File: src/rtl/ivc_pkg.sv
package ivc_pkg;

  typedef enum logic [1:0] {
    FK_BODY = 2'b00,
    FK_HEAD = 2'b01,
    FK_TAIL = 2'b10,
    FK_SOLO = 2'b11
  } flit_kind_t;

  typedef enum logic [1:0] {
    PH_IDLE   = 2'd0,
    PH_WAITVA = 2'd1,
    PH_ACTIVE = 2'd2
  } vc_phase_t;

  // kind bit 0: first flit of a packet
  function automatic logic opens_packet(input logic [1:0] kind);
    return kind[0];
  endfunction

  // kind bit 1: last flit of a packet
  function automatic logic closes_packet(input logic [1:0] kind);
    return kind[1];
  endfunction

endpackage

File: src/rtl/ivc_fifo.sv
module ivc_fifo #(
  parameter int W     = 18,
  parameter int DEPTH = 4
) (
  input  logic         clk,
  input  logic         rst_n,
  input  logic         push,
  input  logic [W-1:0] din,
  input  logic         pop,
  output logic [W-1:0] dout,
  output logic         empty,
  output logic         full
);
  localparam int PW = (DEPTH > 1) ? $clog2(DEPTH) : 1;
  localparam int CW = $clog2(DEPTH + 1);
  localparam logic [PW-1:0] LAST = PW'(DEPTH - 1);
  localparam logic [CW-1:0] CAP  = CW'(DEPTH);

  logic [W-1:0]  mem [DEPTH];
  logic [PW-1:0] rd_ptr, wr_ptr;
  logic [CW-1:0] count;
  logic          do_push, do_pop;

  assign empty   = (count == '0);
  assign full    = (count == CAP);
  assign do_push = push && !full;
  assign do_pop  = pop && !empty;
  assign dout    = mem[rd_ptr];

  always_ff @(posedge clk) begin
    if (do_push) mem[wr_ptr] <= din;
  end

  always_ff @(posedge clk) begin
    if (!rst_n) begin
      rd_ptr <= '0;
      wr_ptr <= '0;
      count  <= '0;
    end else begin
      if (do_push) wr_ptr <= (wr_ptr == LAST) ? '0 : wr_ptr + 1'b1;
      if (do_pop)  rd_ptr <= (rd_ptr == LAST) ? '0 : rd_ptr + 1'b1;
      case ({do_push, do_pop})
        2'b10:   count <= count + 1'b1;
        2'b01:   count <= count - 1'b1;
        default: count <= count;
      endcase
    end
  end
endmodule

File: src/rtl/ivc_vc_state.sv
module ivc_vc_state
  import ivc_pkg::*;
#(
  parameter int VCW    = 2,
  parameter int PORT_W = 3
) (
  input  logic              clk,
  input  logic              rst_n,
  input  logic              head_valid,
  input  logic [1:0]        head_kind,
  input  logic [PORT_W-1:0] head_port,
  input  logic              va_hit,
  input  logic [VCW-1:0]    va_ovc,
  input  logic              dequeue,
  output logic              va_req,
  output logic              sw_eligible,
  output logic [PORT_W-1:0] port,
  output logic [VCW-1:0]    ovc_eff
);
  vc_phase_t         phase;
  logic [VCW-1:0]    ovc_q;
  logic [PORT_W-1:0] port_q;
  logic              answered;
  logic              leaving;

  assign answered    = (phase == PH_WAITVA) && va_hit;
  assign leaving     = dequeue && closes_packet(head_kind);
  assign va_req      = (phase == PH_WAITVA);
  assign sw_eligible = head_valid && ((phase == PH_ACTIVE) || answered);
  assign ovc_eff     = answered ? va_ovc : ovc_q;
  assign port        = port_q;

  always_ff @(posedge clk) begin
    if (!rst_n) begin
      phase  <= PH_IDLE;
      ovc_q  <= '0;
      port_q <= '0;
    end else begin
      case (phase)
        PH_IDLE: begin
          if (head_valid && opens_packet(head_kind)) begin
            phase  <= PH_WAITVA;
            port_q <= head_port;
          end
        end
        PH_WAITVA: begin
          if (va_hit) begin
            if (leaving) begin
              phase  <= PH_IDLE;
              ovc_q  <= '0;
              port_q <= '0;
            end else begin
              phase <= PH_ACTIVE;
              ovc_q <= va_ovc;
            end
          end
        end
        PH_ACTIVE: begin
          if (leaving) begin
            phase  <= PH_IDLE;
            ovc_q  <= '0;
            port_q <= '0;
          end
        end
        default: phase <= PH_IDLE;
      endcase
    end
  end
endmodule

File: src/rtl/ivc_dequeue_ctrl.sv
module ivc_dequeue_ctrl
  import ivc_pkg::*;
#(
  parameter int NUM_VC = 4,
  parameter int DEPTH  = 4,
  parameter int DATA_W = 16,
  parameter int PORT_W = 3,
  localparam int VCW   = (NUM_VC > 1) ? $clog2(NUM_VC) : 1
) (
  input  logic              clk,
  input  logic              rst_n,
  input  logic              in_valid,
  input  logic [VCW-1:0]    in_vc,
  input  logic [1:0]        in_type,
  input  logic [DATA_W-1:0] in_payload,
  output logic [NUM_VC-1:0] va_req,
  input  logic              va_valid,
  input  logic [VCW-1:0]    va_ivc,
  input  logic [VCW-1:0]    va_ovc,
  output logic [NUM_VC-1:0] sw_req,
  input  logic [NUM_VC-1:0] sa_grant,
  output logic              out_valid,
  output logic [1:0]        out_type,
  output logic [VCW-1:0]    out_vcid,
  output logic [PORT_W-1:0] out_port,
  output logic [DATA_W-1:0] out_payload,
  output logic              credit_valid,
  output logic [VCW-1:0]    credit_vc
);
  localparam int FW = 2 + DATA_W;

  logic [FW-1:0]     head_flit [NUM_VC];
  logic [PORT_W-1:0] port_v    [NUM_VC];
  logic [VCW-1:0]    ovc_v     [NUM_VC];
  logic [NUM_VC-1:0] fifo_empty, fifo_full, deq_oh;

  // named internal events for the checker
  logic           deq_fire;
  logic [VCW-1:0] deq_vc;
  logic           tail_leave;

  for (genvar g = 0; g < NUM_VC; g++) begin : g_vc
    logic push_here;
    logic va_hit_here;
    assign push_here   = in_valid && (in_vc == VCW'(g));
    assign va_hit_here = va_valid && (va_ivc == VCW'(g));

    ivc_fifo #(.W(FW), .DEPTH(DEPTH)) fifo_i (
      .clk   (clk),
      .rst_n (rst_n),
      .push  (push_here),
      .din   ({in_type, in_payload}),
      .pop   (deq_oh[g]),
      .dout  (head_flit[g]),
      .empty (fifo_empty[g]),
      .full  (fifo_full[g])
    );

    ivc_vc_state #(.VCW(VCW), .PORT_W(PORT_W)) state_i (
      .clk         (clk),
      .rst_n       (rst_n),
      .head_valid  (!fifo_empty[g]),
      .head_kind   (head_flit[g][FW-1 -: 2]),
      .head_port   (head_flit[g][PORT_W-1:0]),
      .va_hit      (va_hit_here),
      .va_ovc      (va_ovc),
      .dequeue     (deq_oh[g]),
      .va_req      (va_req[g]),
      .sw_eligible (sw_req[g]),
      .port        (port_v[g]),
      .ovc_eff     (ovc_v[g])
    );
  end

  // grant filter: lowest granted VC that is actually requesting
  always_comb begin
    deq_fire = 1'b0;
    deq_vc   = '0;
    deq_oh   = '0;
    for (int v = 0; v < NUM_VC; v++) begin
      if (!deq_fire && sa_grant[v] && sw_req[v]) begin
        deq_fire  = 1'b1;
        deq_vc    = VCW'(v);
        deq_oh[v] = 1'b1;
      end
    end
  end

  // crossbar-side multiplexer with VC id rewrite
  always_comb begin
    out_valid   = deq_fire;
    out_type    = deq_fire ? head_flit[deq_vc][FW-1 -: 2] : 2'b00;
    out_payload = deq_fire ? head_flit[deq_vc][DATA_W-1:0] : '0;
    out_vcid    = deq_fire ? ovc_v[deq_vc] : '0;
    out_port    = deq_fire ? port_v[deq_vc] : '0;
  end

  assign tail_leave   = deq_fire && closes_packet(out_type);
  assign credit_valid = deq_fire;
  assign credit_vc    = deq_vc;

endmodule

File: config.mk
export PLATFORM = sky130hd
export DESIGN_NAME = ivc_dequeue_ctrl
export DESIGN_NICKNAME = d
export VERILOG_FILES = /design/src/rtl/ivc_pkg.sv /design/src/rtl/ivc_fifo.sv /design/src/rtl/ivc_vc_state.sv /design/src/rtl/ivc_dequeue_ctrl.sv
export SDC_FILE = /design/constraint.sdc
export NUM_CORES = 1
export LEC_CHECK = 0
export BUFFER_PORTS_ARGS = -buffer_cell sky130_fd_sc_hd__buf_2
export CAP_MARGIN = 10
export CORE_AREA = 2 2 160 162
export CTS_CLUSTER_SIZE = 30
export DETAILED_ROUTE_END_ITERATION = 6
export DIE_AREA = 0 0 162 164
export PLACE_DENSITY_LB_ADDON = 0.2
export SLEW_MARGIN = 20
export SYNTH_ARGS = -nofsm -noshare
export SYNTH_HDL_FRONTEND = slang
export SYNTH_SLANG_ARGS = --single-unit
File: constraint.sdc
create_clock -name clk -period 3.6 [get_ports clk]
set_input_delay 0.72 -clock clk [delete_from_list [all_inputs] [get_ports clk]]
set_output_delay 0.72 -clock clk [all_outputs]
set_load 0.005 [all_outputs]
Word level (Yosys, flattened, before mapping) --
Memories as Yosys holds them, arrays and structs flattened. A register that Yosys moved wholly into a read port is not among the register bits. Index checks and enable logic that the tools add are counted.
Word-level totals: flip-flop bits (word level) 56, memory bits (writable) 288, input bits 32, output and inout bits 35, logic and storage cells 283, memories 4
Memories:
- g_vc[0].fifo_i.mem | words 4, width 18, read ports 1, clocked after Yosys merged registers in 1, wr ports 1, line ivc_fifo.sv:19 | logic [W-1:0] mem [DEPTH];
- g_vc[1].fifo_i.mem | words 4, width 18, read ports 1, clocked after Yosys merged registers in 1, wr ports 1, line ivc_fifo.sv:19
- g_vc[2].fifo_i.mem | words 4, width 18, read ports 1, clocked after Yosys merged registers in 1, wr ports 1, line ivc_fifo.sv:19
- g_vc[3].fifo_i.mem | words 4, width 18, read ports 1, clocked after Yosys merged registers in 1, wr ports 1, line ivc_fifo.sv:19
Cells by class: add/sub/neg operators 16, order comparisons 1, equal/unequal tests 46, mux-type cells 103, bitwise operators 1, reductions and logical operators 88
Operators with widths (count):
- 2-bit two-way mux | 50
- 3-bit two-way mux | 15
- 2-bit == test, second input constant | 20
- 1-bit logical AND | 39
- 18-bit binary-select mux with 2-bit select | 1
- 18-bit two-way mux | 2
- 3-bit one-hot mux with 3 select lines | 4
- 3-bit AND reduction | 12
- 2-bit by 1-bit inequality test with 1-bit output, second input constant | 12
- 2-bit one-hot mux with 3 select lines | 4
- 3-bit one-hot mux with 2 select lines | 4
- 2-bit by 1-bit == test with 1-bit output, second input constant | 10
- 2-bit by 1-bit adder with 2-bit output, second input constant | 8
- 1-bit two-way mux | 16
- 16-bit two-way mux | 1
- 2-bit one-hot mux with 2 select lines | 4
- 2-bit nonzero test | 8
- 3-bit by 1-bit adder with 3-bit output, second input constant | 4
- 3-bit == test, second input constant | 4
- 2-bit logical NOT | 6
- 3-bit logical NOT | 4
- 3-bit nonzero test | 4
- 3-bit by 1-bit subtractor with 3-bit output, second input constant | 4
- 1-bit logical NOT | 11
- 5 further kinds | 8

Logic depth before layout (Yosys ltp) --
Gate-level depths: netlist of the first run.
depth after elaboration 24, mapped depth 14, depth with buffers taken out 14

By module --
Synthesis of the first run repeated with hierarchy kept, for this count alone.
Unflattened totals: cells, all modules 935, area, all modules 15444.8 um^2
Modules (own cells, without submodules):
- ivc_fifo | times used 4, cells each 150, area each 3133.0 um^2, seq. area each 2342.2 um^2
- ivc_vc_state | times used 4, cells each 49, area each 495.5 um^2, seq. area each 140.1 um^2
- ivc_dequeue_ctrl | times used 1, cells each 139, area each 930.9 um^2, seq. area each 0.0 um^2

Least setup slack after synthesis of the first run --
OpenSTA, ideal clock, no wires.
kind input port to flip-flop, from input va_ivc[0], to register g_vc[2].fifo_i.count[2], setup time 0.070 ns, data arrival time 2.892 ns, required time 3.530 ns, setup slack 0.638 ns, cell stages on the path 12, path buffers 2, path through buf_4 -> nand4b_1 -> a21oi_1 -> buf_2 -> nand2_1 -> inv_1 -> ha_1 -> inv_1 -> fa_1 -> xor2_1 -> or3_1 -> a21oi_1
On the way: cells in the longest elaborated chain, start to end 18
Ends and longest elaborated chain:
- from (decl) | line ivc_dequeue_ctrl.sv:18 | input logic [VCW-1:0] va_ivc,
- 2-bit logical NOT | line ivc_dequeue_ctrl.sv:46 | assign va_hit_here = va_valid && (va_ivc == VCW'(g));
- 1-bit logical AND | line ivc_dequeue_ctrl.sv:46
- 1-bit logical AND | line ivc_vc_state.sv:26 | assign answered = (phase == PH_WAITVA) && va_hit;
- 1-bit logical OR | line ivc_vc_state.sv:29 | assign sw_eligible = head_valid && ((phase == PH_ACTIVE) || answered);
- 1-bit logical AND | line ivc_vc_state.sv:29
- 1-bit logical AND | line ivc_dequeue_ctrl.sv:81 | if (!deq_fire && sa_grant[v] && sw_req[v]) begin
- 1-bit two-way mux | line ivc_dequeue_ctrl.sv:81
- 1-bit logical NOT | line ivc_dequeue_ctrl.sv:81
- 1-bit logical AND (2 in a row) | line ivc_dequeue_ctrl.sv:81
- 1-bit two-way mux | line ivc_dequeue_ctrl.sv:81
- 1-bit logical NOT | line ivc_dequeue_ctrl.sv:81
- 1-bit logical AND | line ivc_dequeue_ctrl.sv:81
- 1-bit logical AND (*) | line ivc_dequeue_ctrl.sv:81
- 1-bit two-way mux (*) | line ivc_dequeue_ctrl.sv:81
- 1-bit logical AND (*) | line ivc_fifo.sv:27 | assign do_pop = pop && !empty;
- 2-bit by 1-bit == test with 1-bit output or 2-bit == test (tied branches) | line ivc_fifo.sv:42 | case ({do_push, do_pop})
- 3-bit one-hot mux with 2 select lines or 2-bit nonzero test (tied branches)
- to (signal assigned) | line ivc_fifo.sv:43 | 2'b10: count <= count + 1'b1;
- to (signal assigned) | line ivc_fifo.sv:44 | 2'b01: count <= count - 1'b1;
- to (signal assigned) | line ivc_fifo.sv:45 | default: count <= count;
- to (decl) | line ivc_fifo.sv:21 | logic [CW-1:0] count;
Mark *: on every way between the ends. The rest lies on a longest branch, timed or not. A chain may end at the register's enable or synchronous reset.

Worst setup path after layout of the first run --
from register g_vc[2].state_i.phase[1], to output out_payload[2]
On the way: cells in the longest elaborated chain, start to end 15
Ends and longest elaborated chain:
- from (decl) | line ivc_vc_state.sv:20 | vc_phase_t phase;
- from (signal assigned) | line ivc_vc_state.sv:35 | phase <= PH_IDLE;
- from (signal assigned) | line ivc_vc_state.sv:42 | phase <= PH_WAITVA;
- from (signal assigned) | line ivc_vc_state.sv:49 | phase <= PH_IDLE;
- 2-bit by 1-bit == test with 1-bit output | line ivc_vc_state.sv:26
- 1-bit logical AND | line ivc_vc_state.sv:26
- 1-bit logical OR (*) | line ivc_vc_state.sv:29
- 1-bit logical AND (*) | line ivc_vc_state.sv:29
- 1-bit logical AND (*) | line ivc_dequeue_ctrl.sv:81
- 1-bit two-way mux | line ivc_dequeue_ctrl.sv:81
- 1-bit logical NOT | line ivc_dequeue_ctrl.sv:81
- 1-bit logical AND (2 in a row) | line ivc_dequeue_ctrl.sv:81
- 2-bit two-way mux | line ivc_dequeue_ctrl.sv:81
- 2-bit NOT with 3-bit output (implied by the code) | line ivc_dequeue_ctrl.sv:93 | out_payload = deq_fire ? head_flit[deq_vc][DATA_W-1:0] : '0;
- 18-bit binary-select mux with 2-bit select | line ivc_dequeue_ctrl.sv:93
- 18-bit two-way mux (implied by the code) (2 in a row) | line ivc_dequeue_ctrl.sv:93
- 16-bit two-way mux (*) | line ivc_dequeue_ctrl.sv:93
- to (decl) | line ivc_dequeue_ctrl.sv:26 | output logic [DATA_W-1:0] out_payload,
Mark *: on every way between the ends. The rest lies on a longest branch, timed or not. The select of a mux whose other input is x is not followed.

==> summary.md, run 1 <==
| Metric | Value |
|---|---|
| Post-layout min period | `3.53 ns` |
| Cell Rows | `just under 60` |
| Top_reg_cell synth | `edfxtp_1` |
| Clock power share | `between 40% and 50%` |
| Layout cells sized above 1 | `24.4%` |
| Inst Count DP | `roughly 1,300` |
| First-pass GRT wire length | `48.2 mm` |
| Pre-antenna DRT Iters | `7` |
| # DRC | `0` |
| DP HPWL | `a little over 20 mm` |
| Starting Density | `between 50% and 60%` |
| Critical Path Source Type | `flop` |
| Sw Share | `22.7%` |
| Seq/Total Area, Yosys | `67.9%` |
| Worst skew pair latency | `between 0.5 and 0.6 ns` |
| Outcome | `finished clean` |
| Cell at the slowest stage of the critical path | `a221oi_1` |
| Post-synthesis simple-gate area fraction | `around 6%` |
| Area growth syn-to-layout | `13.3%` |
| Grt ovf | `0` |
| Period utilization | `98.0%` |
| Final wirelength | `roughly 32 mm` |
| Rel. slew slack | `a little over a third` |
| Switch Pwr | `2.04 mW` |
| Flops & latches, synth | `roughly 350` |
| Fmax | `283 MHz` |
| Fin cells | `about 1,400` |
| Worst path required time | `between 2 and 3 ns` |
| Reg area | `0.00993 sq mm` |
| Clock Pin Slew Worst Setup and Hold Paths | `around 0.060 ns` |
| Ant diodes | `0` |
| Worst-case clock buffer depth | `3` |
| Synthesized Nets | `around 1,000` |
| Max-cap check violation count | `0` |
| Mapped Cells | `~900` |
| Power per standard cell area | `~540 mW/mm^2` |
| Nets | `1,077` |
| Int Power | `6.93 mW` |
| Buf/Inv on CP | `2` |
| Number of global-route vias before repair | `approximately 8,100` |
| 1st-iter DRT viols | `just under 700` |
| Distinct cells, synth | `65` |
| CP delay by family, top | `compound AO/OA/AOI/OAI gates` |
| Critical Path End Type | `output pin` |
| Fillers | `1,725` |
| VDD IR max | `around 490 uV` |
| Synth Area in Adders | `3.97%` |
| Largest net degree at the start of global routing | `27` |
| Final Skew | `~0.018 ns` |
| CTS H-tree depth | `2` |
| Share of power burned in registers | `between 50% and 60%` |
| Top cells by area, synth | `edfxtp_1 (59%), mux4_2 (11%), dfxtp_1 (8.8%), ha_1 (3.4%), a21oi_1 (1.4%)` |
| Area of the multi-input gates | `between 0.004 and 0.005 sq mm` |
| Root Buffer | `clkbuf_16` |
| CP max FO | `11` |
| Hold Vio Cnt, Final | `0` |
| Place WS | `~0.29 ns` |
| Setup slack after layout | `around 0.07 ns` |
| Setup TNS Final | `0 ns` |
| Leading area contributor after synthesis | `edfxtp_1` |
| Routed via count | `8,237` |
| Mapped Area | `~0.015 sq mm` |
| Overall Power | `roughly 9.0 mW` |
| Mux cell area share after synthesis | `about 12%` |
| RSZ-0062 raised after global routing | `yes` |
| Post-DP Area | `0.0154 sq mm` |
| Mean post-synth cell area | `approximately 16 sq um` |
| I/O Buffers | `66` |
| Worst min path class | `flop to flop` |
| Clock sinks | `352` |
| Tot GR Track Use | `around 25%` |
| Die area | `0.0266 sq mm` |
| Setup Viol. Count Final | `0` |
| Final Max Tran Viols | `0` |
| Post-Synth XOR/XNOR Area | `0.479%` |
| Post-route cell area | `approximately 0.017 sq mm` |
| Clock tree from TritonCTS | `done` |
| Area fraction in compound gates after synthesis | `under 10%` |
| Synth top area share | `between 50% and 60%` |
| Cts bufs inserted | `37` |
| Drt wl/cell | `23.4 microns` |
| Post-synth EDFFs | `approximately 290` |
| Initial antenna violation count | `1` |
| Crit-path cells | `inv_1 -> ha_1 -> nand4b_1 -> a21o_1 -> and3_4 -> a221oi_1 -> o21ai_0 -> buf_2` |
| Least-Margin Pin Slew | `~0.96 ns` |
| Async SR Flop Fraction | `0%` |
| Main combinational cell family by area after synthesis | `multiplexers` |
| Setup CP Type | `flop to output pin` |
| Critical Path Max Stage Delay | `0.44 ns` |
| ANT nets after route | `0` |
| Die Height | `164 microns` |
| Hold-fix buffers, CTS | `0` |
| Comb pwr share | `under 10%` |
| # IOs | `between 60 and 70` |
| GPL Wtd Cong | `around 0.89` |
| Critical Path AT | `2.81 ns` |
| CORE AREA | `~0.025 sq mm` |
| Synth warnings | `0` |
| Leakage | `between 5 and 6 nW` |
| Via density | `6.07` |
| DIE WIDTH | `162 microns` |
metrics by stage:
stage	hold slack, ns	utilization [%]
after floorplan	0.435	-
after global placement	0.459	62.0
after detailed placement	0.464	62.0
after CTS	0.477	66.7
after global routing	0.497	66.8
final	0.476	66.8
power by group through the flow:
stage / combinational, mW / clock (mW) / sequential (mW)
finish: 0.738 / 3.62 / 4.60
global route: 0.817 / 3.84 / 4.61
CTS: 0.731 / 3.70 / 4.60
detailed placement: 0.722 / 0 / 4.68
global placement: 0.709 / 0 / 4.68
floorplan: 0.523 / 0 / 4.66
sequential cells by signal (all words and copies together), names as in the netlist, named ones only:
name,cells
g_vc.fifo_i.mem,288
g_vc.fifo_i.count,12
g_vc.state_i.port,12
g_vc.fifo_i.rd_ptr,8
g_vc.fifo_i.wr_ptr,8
g_vc.state_i.ovc_q,8
g_vc.state_i.phase,8
layout make-up:
type                            count  share of cell area [%]
Clock buffer                       47                    5.81
Clock inverter                     18                    1.06
Inverter                           43                   0.974
Multi-Input combinational cell    462                    26.0
Sequential cell                   352                    59.9
Tap cell                          330                    2.49
Timing Repair Buffer              105                    3.78
synthesized netlist by cell type, types with 2 or more instances:
master     number
mux2i_1        11
ha_1           40
buf_4          14
o21a_1          4
mux2_2          3
nand4_1         4
a211oi_1        2
a2bb2oi_1       3
and2_1         16
and3_1          3
or3_1          13
nand2b_1        2
o22ai_1        25
nand3_1        12
a22oi_1         3
a311oi_1        2
fa_1            4
edfxtp_1      288
o32ai_1         3
dfxtp_1        64
inv_1          42
o21ai_1         4
nand2_1        48
o31ai_1         2
clkbuf_1       13
or2_1           2
nor3_1         12
nor2b_1         2
buf_2          11
a32o_1          3
buf_6           4
clkbuf_2        2
a21boi_0        2
a21o_1          5
a221oi_1       16
mux4_2         72
xor2_1          8
o21ai_0        17
a31oi_1         5
a21oi_1        40
nor2_1         51
layer usage:
metal	vias up	routed length (microns)	part of all wire, %	global-route usage (%)
met1	4108	12900	41	33.5
met3	59	2320	7.3	4.17
met4	2	1040	3.3	8.29
met2	354	15500	49	40.9
met5	-	13	0.041	0
li1	3714	-	-	-
worst paths after layout:
path | from | end | cells after the start | slack, ns
hold / removal | g_vc[0].state_i.port[1] | g_vc[0].state_i.port[1] | 2 | 0.48
hold reg to reg | g_vc[0].state_i.port[1] | g_vc[0].state_i.port[1] | 2 | 0.48
setup / recovery | g_vc[2].state_i.phase[1] | out_payload[2] | 8 | 0.07
setup reg to reg | g_vc[3].state_i.phase[1] | g_vc[3].fifo_i.count[2] | 14 | 0.33
kinds of logic (layout without fill, tap and decap cells):
group                      count (synthesis)  count (layout)
DFF                                      352             352
muxes                                     86              86
buffers and inverters                     88             213
xor gates and xnor gates                   8               8
AOI/OAI and AO/OA                        145             145
adders and majority gates                 44              44
and+or+nand+nor                          178             179
worst min-delay path: stages, from the launching register on:
cell     delay (ns)
dfxtp_1        0.31
nand2_1        0.05
o22ai_1        0.06
cells in the final DEF, fill, tap and decap left out, types with 13 or more instances in the layout:
master,synthesis,layout
o22ai_1,25,25
nand2_1,48,47
clkbuf_16,0,37
nor2_1,51,51
inv_1,42,42
buf_2,11,66
edfxtp_1,288,288
a221oi_1,16,16
mux4_2,72,72
and2_1,16,16
o21ai_0,17,17
dfxtp_1,64,64
a21oi_1,40,39
buf_4,14,38
ha_1,40,40
or3_1,13,13
timing repair:
item                                    in CTS  in global routing
endpoints found under the setup margin       9                  9
pin swaps                                    1                  1
resized for setup                            3                  4
gates cloned                                 1                  0
setup buffers                                0                  1
Note: power is estimated with default switching activity, not from simulation.
==> run 2, diff against run 1 <==
--- a/config.mk
+++ b/config.mk
@@ -7,10 +7,10 @@
 export LEC_CHECK = 0
 export BUFFER_PORTS_ARGS = -buffer_cell sky130_fd_sc_hd__buf_2
 export CAP_MARGIN = 10
-export CORE_AREA = 2 2 160 162
+export CORE_AREA = 2 2 167 169
 export CTS_CLUSTER_SIZE = 30
 export DETAILED_ROUTE_END_ITERATION = 6
-export DIE_AREA = 0 0 162 164
+export DIE_AREA = 0 0 169 171
 export PLACE_DENSITY_LB_ADDON = 0.2
 export SLEW_MARGIN = 20
 export SYNTH_ARGS = -nofsm -noshare
==> constraint.sdc (replaced) <==
create_clock -name clk -period 3 [get_ports clk]
set_input_delay 0.6 -clock clk [delete_from_list [all_inputs] [get_ports clk]]
set_output_delay 0.6 -clock clk [all_outputs]
set_load 0.005 [all_outputs]
==> summary.md, run 2 (synthesized netlist as in run 1, its figures left out) <==
| Metric | Value |
|---|---|
| CORE AREA | `roughly 0.027 sq mm` |
| Die area | `a little under 0.03 sq mm` |
| Final Skew | `0.0193 ns` |
| Setup Viol. Count Final | `6` |
| Most flop-heavy register | `g_vc.fifo_i.mem` |
| Clock tree from TritonCTS | `done` |
| Setup slack after layout | `-0.0228 ns` |
| Critical Path Source Type | `flop` |
| Fillers | `just under 2,000` |
| Outcome | `finished, violations left` |
| Drt wl/cell | `approximately 24 microns` |
| CTS H-tree depth | `2` |
| Post-route cell area | `approximately 0.018 sq mm` |
| Area of the multi-input gates | `between 0.004 and 0.005 sq mm` |
| DP HPWL | `21.8 mm` |
| DIE WIDTH | `approximately 170 microns` |
| Initial antenna violation count | `2` |
| VDD IR max | `approximately 560 uV` |
| Most frequent cells in the layout | `edfxtp_1 (288), mux4_2 (72), buf_4 (69)` |
| Layout cells sized above 1 | `between 30% and 40%` |
| GPL Wtd Cong | `between 0.9 and 1` |
| Pre-antenna DRT Iters | `5` |
| I/O Buffers | `66` |
| Hold Vio Cnt, Final | `0` |
| CP max FO | `7` |
| Worst min path class | `primary input to flop` |
| Cell Rows | `between 60 and 70` |
| # DRC | `0` |
| Setup CP Type | `flop to output pin` |
| Die Height | `approximately 170 microns` |
| Clock Pin Slew Worst Setup and Hold Paths | `approximately 0.060 ns` |
| Critical Path AT | `2.42 ns` |
| Rel. slew slack | `64.3%` |
| Nets | `1,128` |
| Number of global-route vias before repair | `slightly below 9,000` |
| 1st-iter DRT viols | `between 700 and 800` |
| Max-cap check violation count | `0` |
| Place WS | `between 0.03 and 0.04 ns` |
| Root Buffer | `clkbuf_16` |
| Critical Path End Type | `output pin` |
| Post-layout min period | `3.02 ns` |
| Tot GR Track Use | `around a quarter` |
| Area growth syn-to-layout | `20.4%` |
| RSZ-0062 raised after global routing | `yes` |
| Period utilization | `101%` |
| Starting Density | `between 50% and 60%` |
| Grt ovf | `0` |
| Via density | `5.99` |
| Largest net degree at the start of global routing | `40` |
| Routed via count | `roughly 8,500` |
| Clock sinks | `about 350` |
| Fmax | `about 330 MHz` |
| Cts bufs inserted | `37` |
| Reg area | `around 0.01 sq mm` |
| Final wirelength | `between 30 and 40 mm` |
| Hold-fix buffers, CTS | `0` |
| Worst skew pair latency | `between 0.5 and 0.6 ns` |
| Worst path required time | `between 2 and 2.5 ns` |
| Max reg flops | `about 290` |
| Post-DP Area | `0.0157 sq mm` |
| Least-Margin Pin Slew | `between 0.5 and 0.6 ns` |
| Flop-to-flop setup slack | `0.25 ns` |
| ANT nets after route | `0` |
| Final Max Tran Viols | `0` |
| Worst-case clock buffer depth | `3` |
| Failing checks | `negative setup slack` |
| Power per standard cell area | `approximately 610 mW/mm^2` |
| First-pass GRT wire length | `about 53 mm` |
| Commonest non-fill, non-tap cell in the layout | `edfxtp_1` |
| # IOs | `67` |
| Leakage | `roughly 6 nW` |
[run 2: changes by cell type in the layout (fill, tap and decap cells not counted), sizes merged]
cell	previous run	this run
inv	46	44
and3	5	4
clkbuf	47	49
buf	105	157
bufinv	3	0
diode	0	1
clkinv	11	16
[run 2: where the power goes]
part | internal [mW] | switching (mW) | total (mW)
Clock | 2.41 | 1.78 | 4.20
Sequential | 5.44 | 0.111 | 5.55
Combinational | 0.437 | 0.609 | 1.05
Total | 8.29 | 2.50 | 10.8
[run 2: stage by stage]
stage	util, %	instances	TNS [ns]	hold slack [ns]	power, mW
after floorplan	-	901	0	0.435	6.22
after global placement	57.3	1333	0	0.457	6.53
after detailed placement	57.3	1333	0	0.464	6.55
after CTS	63.9	1422	-0.0384	0.383	10.8
after global routing	64.4	1427	-0.898	0.436	11.2
final	64.4	1427	-0.0677	0.416	10.8
[run 2: worst paths after layout]
| path | end | startpoint | depth (start not counted) |
|---|---|---|---|
| max reg2reg | g_vc[3].fifo_i.count[2] | g_vc[3].state_i.phase[1] | 14 |
| min reg2reg | g_vc[2].state_i.ovc_q[0] | g_vc[2].state_i.ovc_q[0] | 2 |
| max | out_type[0] | g_vc[2].state_i.phase[1] | 9 |
| min | g_vc[2].state_i.ovc_q[0] | va_ovc[0] | 3 |
[run 2: repair_timing]
action / 4_1_cts / 5_1_grt
cloned: 3 / 0
setup endpoints to repair: 23 / 24
pin swaps: 25 / 20
gates resized for setup: 98 / 34
buffers inserted: 21 / 9
[run 2: final cells by class]
type | count | share of cell area, %
diodes | 1 | 0.0142
multi-input cells | 461 | 27.1
clock buffers | 49 | 5.87
flip-flops and latches | 352 | 56.5
well taps | 346 | 2.46
inverters | 43 | 0.931
repair buffers | 157 | 6.71
clock inverters | 18 | 0.448
[run 2: critical path, stage by stage (launching register included)]
cell      delay, ns
dfxtp_4        0.35
inv_4          0.06
ha_4           0.13
nand4b_1       0.20
a21o_1         0.25
and3_4         0.20
o21a_4         0.26
mux2i_2        0.16
a21oi_2        0.16
buf_2          0.13
[run 2: per-layer routing]
| metal | up-vias | GRT usage [%] | routed length, microns |
|---|---|---|---|
| met5 | - | 0 | 7 |
| met4 | 2 | 9.18 | 1040 |
| met3 | 73 | 4.12 | 2200 |
| met2 | 339 | 41.6 | 17400 |
| met1 | 4315 | 33.0 | 14200 |
| li1 | 3817 | - | - |
==> run 3, diff against run 2 <==
--- a/config.mk
+++ b/config.mk
@@ -7,11 +7,14 @@
 export LEC_CHECK = 0
 export BUFFER_PORTS_ARGS = -buffer_cell sky130_fd_sc_hd__buf_2
 export CAP_MARGIN = 10
-export CORE_AREA = 2 2 167 169
+export CELL_PAD_IN_SITES_DETAIL_PLACEMENT = 0
+export CELL_PAD_IN_SITES_GLOBAL_PLACEMENT = 1
+export CORE_AREA = 2 2 180 182
 export CTS_CLUSTER_SIZE = 30
 export DETAILED_ROUTE_END_ITERATION = 6
-export DIE_AREA = 0 0 169 171
+export DIE_AREA = 0 0 182 184
 export PLACE_DENSITY_LB_ADDON = 0.2
+export REMOVE_ABC_BUFFERS = 1
 export SLEW_MARGIN = 20
 export SYNTH_ARGS = -nofsm -noshare
 export SYNTH_HDL_FRONTEND = slang
==> summary.md, run 3 (synthesized netlist as in run 1, its figures left out) <==
| Metric | Value |
|---|---|
| # IOs | `67` |
| Root Buffer | `clkbuf_16` |
| Starting Density | `46.6%` |
| GPL Wtd Cong | `slightly above 0.8` |
| Clock Pin Slew Worst Setup and Hold Paths | `0.06 ns` |
| Grt ovf | `0` |
| Least-Margin Pin Slew | `0.675 ns` |
| CP delay by family, top | `buffers and inverters` |
| Cts bufs inserted | `39` |
| Max-cap check violation count | `0` |
| Setup slack after layout | `-0.00264 ns` |
| Buf/Inv on CP | `5` |
| ANT nets after route | `0` |
| Place WS | `0.0196 ns` |
| Final wirelength | `between 30 and 40 mm` |
| VDD IR max | `a little over 500 uV` |
| Post-layout min period | `around 3.0 ns` |
| CTS H-tree depth | `2` |
| Critical Path Max Stage Delay | `approximately 0.34 ns` |
| Die Height | `approximately 180 microns` |
| Initial antenna violation count | `1` |
| Hold Vio Cnt, Final | `0` |
| Via density | `approximately 5.6` |
| Fin cells | `1,489` |
| Critical Path AT | `about 2.4 ns` |
| Largest net degree at the start of global routing | `26` |
| # DRC | `0` |
| Area growth syn-to-layout | `21.9%` |
| Worst Hold Slack | `between 0.4 and 0.5 ns` |
| I/O Buffers | `66` |
| Flop-to-flop setup slack | `0.11 ns` |
| Worst path required time | `~2.4 ns` |
| Reg area | `0.00994 sq mm` |
| Die area | `~0.033 sq mm` |
| RSZ-0062 raised after global routing | `yes` |
| Worst min path class | `primary input to flop` |
| Cell at the slowest stage of the critical path | `dfxtp_2` |
| Leakage | `roughly 6.1 nW` |
| Pre-antenna DRT Iters | `4` |
| Outcome | `finished, violations left` |
| Nets | `1,134` |
| Setup Viol. Count Final | `3` |
| Critical Path End Type | `output pin` |
| Clock tree from TritonCTS | `done` |
| Period utilization | `100%` |
| Final Skew | `roughly 0.0091 ns` |
| Hold-fix buffers, CTS | `0` |
| CORE AREA | `between 0.03 and 0.04 sq mm` |
| Commonest non-fill, non-tap cell in the layout | `edfxtp_1` |
| Failing checks | `negative setup slack` |
| Cell Rows | `65` |
| Layout cells sized above 1 | `about a third` |
| Max reg flops | `between 200 and 300` |
| Crit-path cells | `inv_2 -> ha_4 -> and4b_4 -> buf_6 -> o211ai_4 -> nand2_8 -> buf_6 -> a221oi_4 -> buf_6 -> nor2_2 -> buf_2` |
| CP max FO | `5` |
| 1st-iter DRT viols | `around 600` |
| Area of the multi-input gates | `0.00476 sq mm` |
| Critical Path Source Type | `flop` |
| Fmax | `around 330 MHz` |
| Power per standard cell area | `about 600 mW/mm^2` |
| DP HPWL | `21.9 mm` |
| Inst Count DP | `about 1,400` |
| Fillers | `between 2,000 and 2,500` |
| Worst skew pair latency | `between 0.5 and 0.6 ns` |
| Clock sinks | `between 300 and 400` |
| Crit path top cell by count | `buf_6` |
| Most flop-heavy register | `g_vc.fifo_i.mem` |
| Final Max Tran Viols | `0` |
| DIE WIDTH | `between 150 and 200 microns` |
| Routed via count | `8,357` |
| Setup CP Type | `flop to output pin` |
| Drt wl/cell | `roughly 23 microns` |
| Most frequent cells in the layout | `edfxtp_1 (288), mux4_2 (72), buf_2 (66)` |
| First-pass GRT wire length | `between 50 and 60 mm` |
| Tot GR Track Use | `roughly a fifth` |
| Worst-case clock buffer depth | `3` |
| Number of global-route vias before repair | `8,454` |
| Rel. slew slack | `approximately 55%` |
## run 3: cell types whose count changed in the layout (fill, tap and decap cells not counted), moves of 3 or more
cell      previous run  this run
o21ai_1             10         4
nor2_1              45        49
a22oi_2              0         3
buf_6               12        15
a221oi_2             8        11
o21ai_2              1         6
clkbuf_1             8        12
a22oi_1              3         0
buf_4               69        65
a21oi_2              2         5
a221oi_4             8         5
a21oi_1             37        34
clkinv_1            12         7
nor2_2               6         2
## run 3: final timing paths
kind | startpoint | cells after the start | endpoint
setup / recovery | g_vc[1].state_i.phase[1] | 11 | out_payload[7]
hold / removal | va_ovc[0] | 3 | g_vc[2].state_i.ovc_q[0]
setup reg to reg | g_vc[1].state_i.phase[1] | 15 | g_vc[3].fifo_i.count[2]
hold reg to reg | g_vc[2].state_i.ovc_q[1] | 2 | g_vc[2].state_i.ovc_q[1]
## run 3: where the power goes
part / internal (mW) / total, mW / switching (mW)
Sequential: 5.44 / 5.54 / 0.104
Clock: 2.55 / 4.40 / 1.85
Combinational: 0.438 / 1.03 / 0.595
Total: 8.43 / 11.0 / 2.55
## run 3: final cells by class
type / instances / area share (%)
diodes: 1 / 0.0140
clock buffers: 53 / 5.88
clock inverters: 16 / 0.716
inverters: 43 / 0.906
multi-input cells: 461 / 26.7
flip-flops and latches: 352 / 55.8
well taps: 402 / 2.82
repair buffers: 161 / 7.18
## run 3: per-layer routing
metal  share of wire (%)  global-route usage [%]  wire, microns
met1                  43                    28.4          14900
met2                  50                    36.5          17500
met3                 5.3                    3.74           1860
met4                 1.8                    5.55            633
met5                   0                       0              0
## run 3: stage by stage
step                      power, mW  utilization [%]  area (sq um)  setup TNS (ns)
after global placement         6.56             50.1         15700               0
after global routing           11.4             56.8         17800           -1.30
after CTS                      11.0             55.7         17500         -0.0806
after floorplan                6.18                -         14400           -2.26
final                          11.0             56.8         17800        -0.00469
after detailed placement       6.56             50.1         15700               0
## run 3: what timing repair did
| item | 4_1_cts | 5_1_grt |
|---|---|---|
| resized for setup | 88 | 48 |
| gates cloned | 1 | 1 |
| pin swaps | 21 | 17 |
| buffers inserted | 21 | 10 |
| endpoints found under the setup margin | 25 | 25 |
## run 3: worst reg2reg max path, delay by kind of cell, from the launching register on
kind	cells	cell delay [ns]
and+or+nand+nor	4	0.79
xor gates and xnor gates	1	0.15
AOI/OAI and AO/OA	2	0.40
buffers and inverters	5	0.44
adders and majority gates	3	0.70
DFF	1	0.34
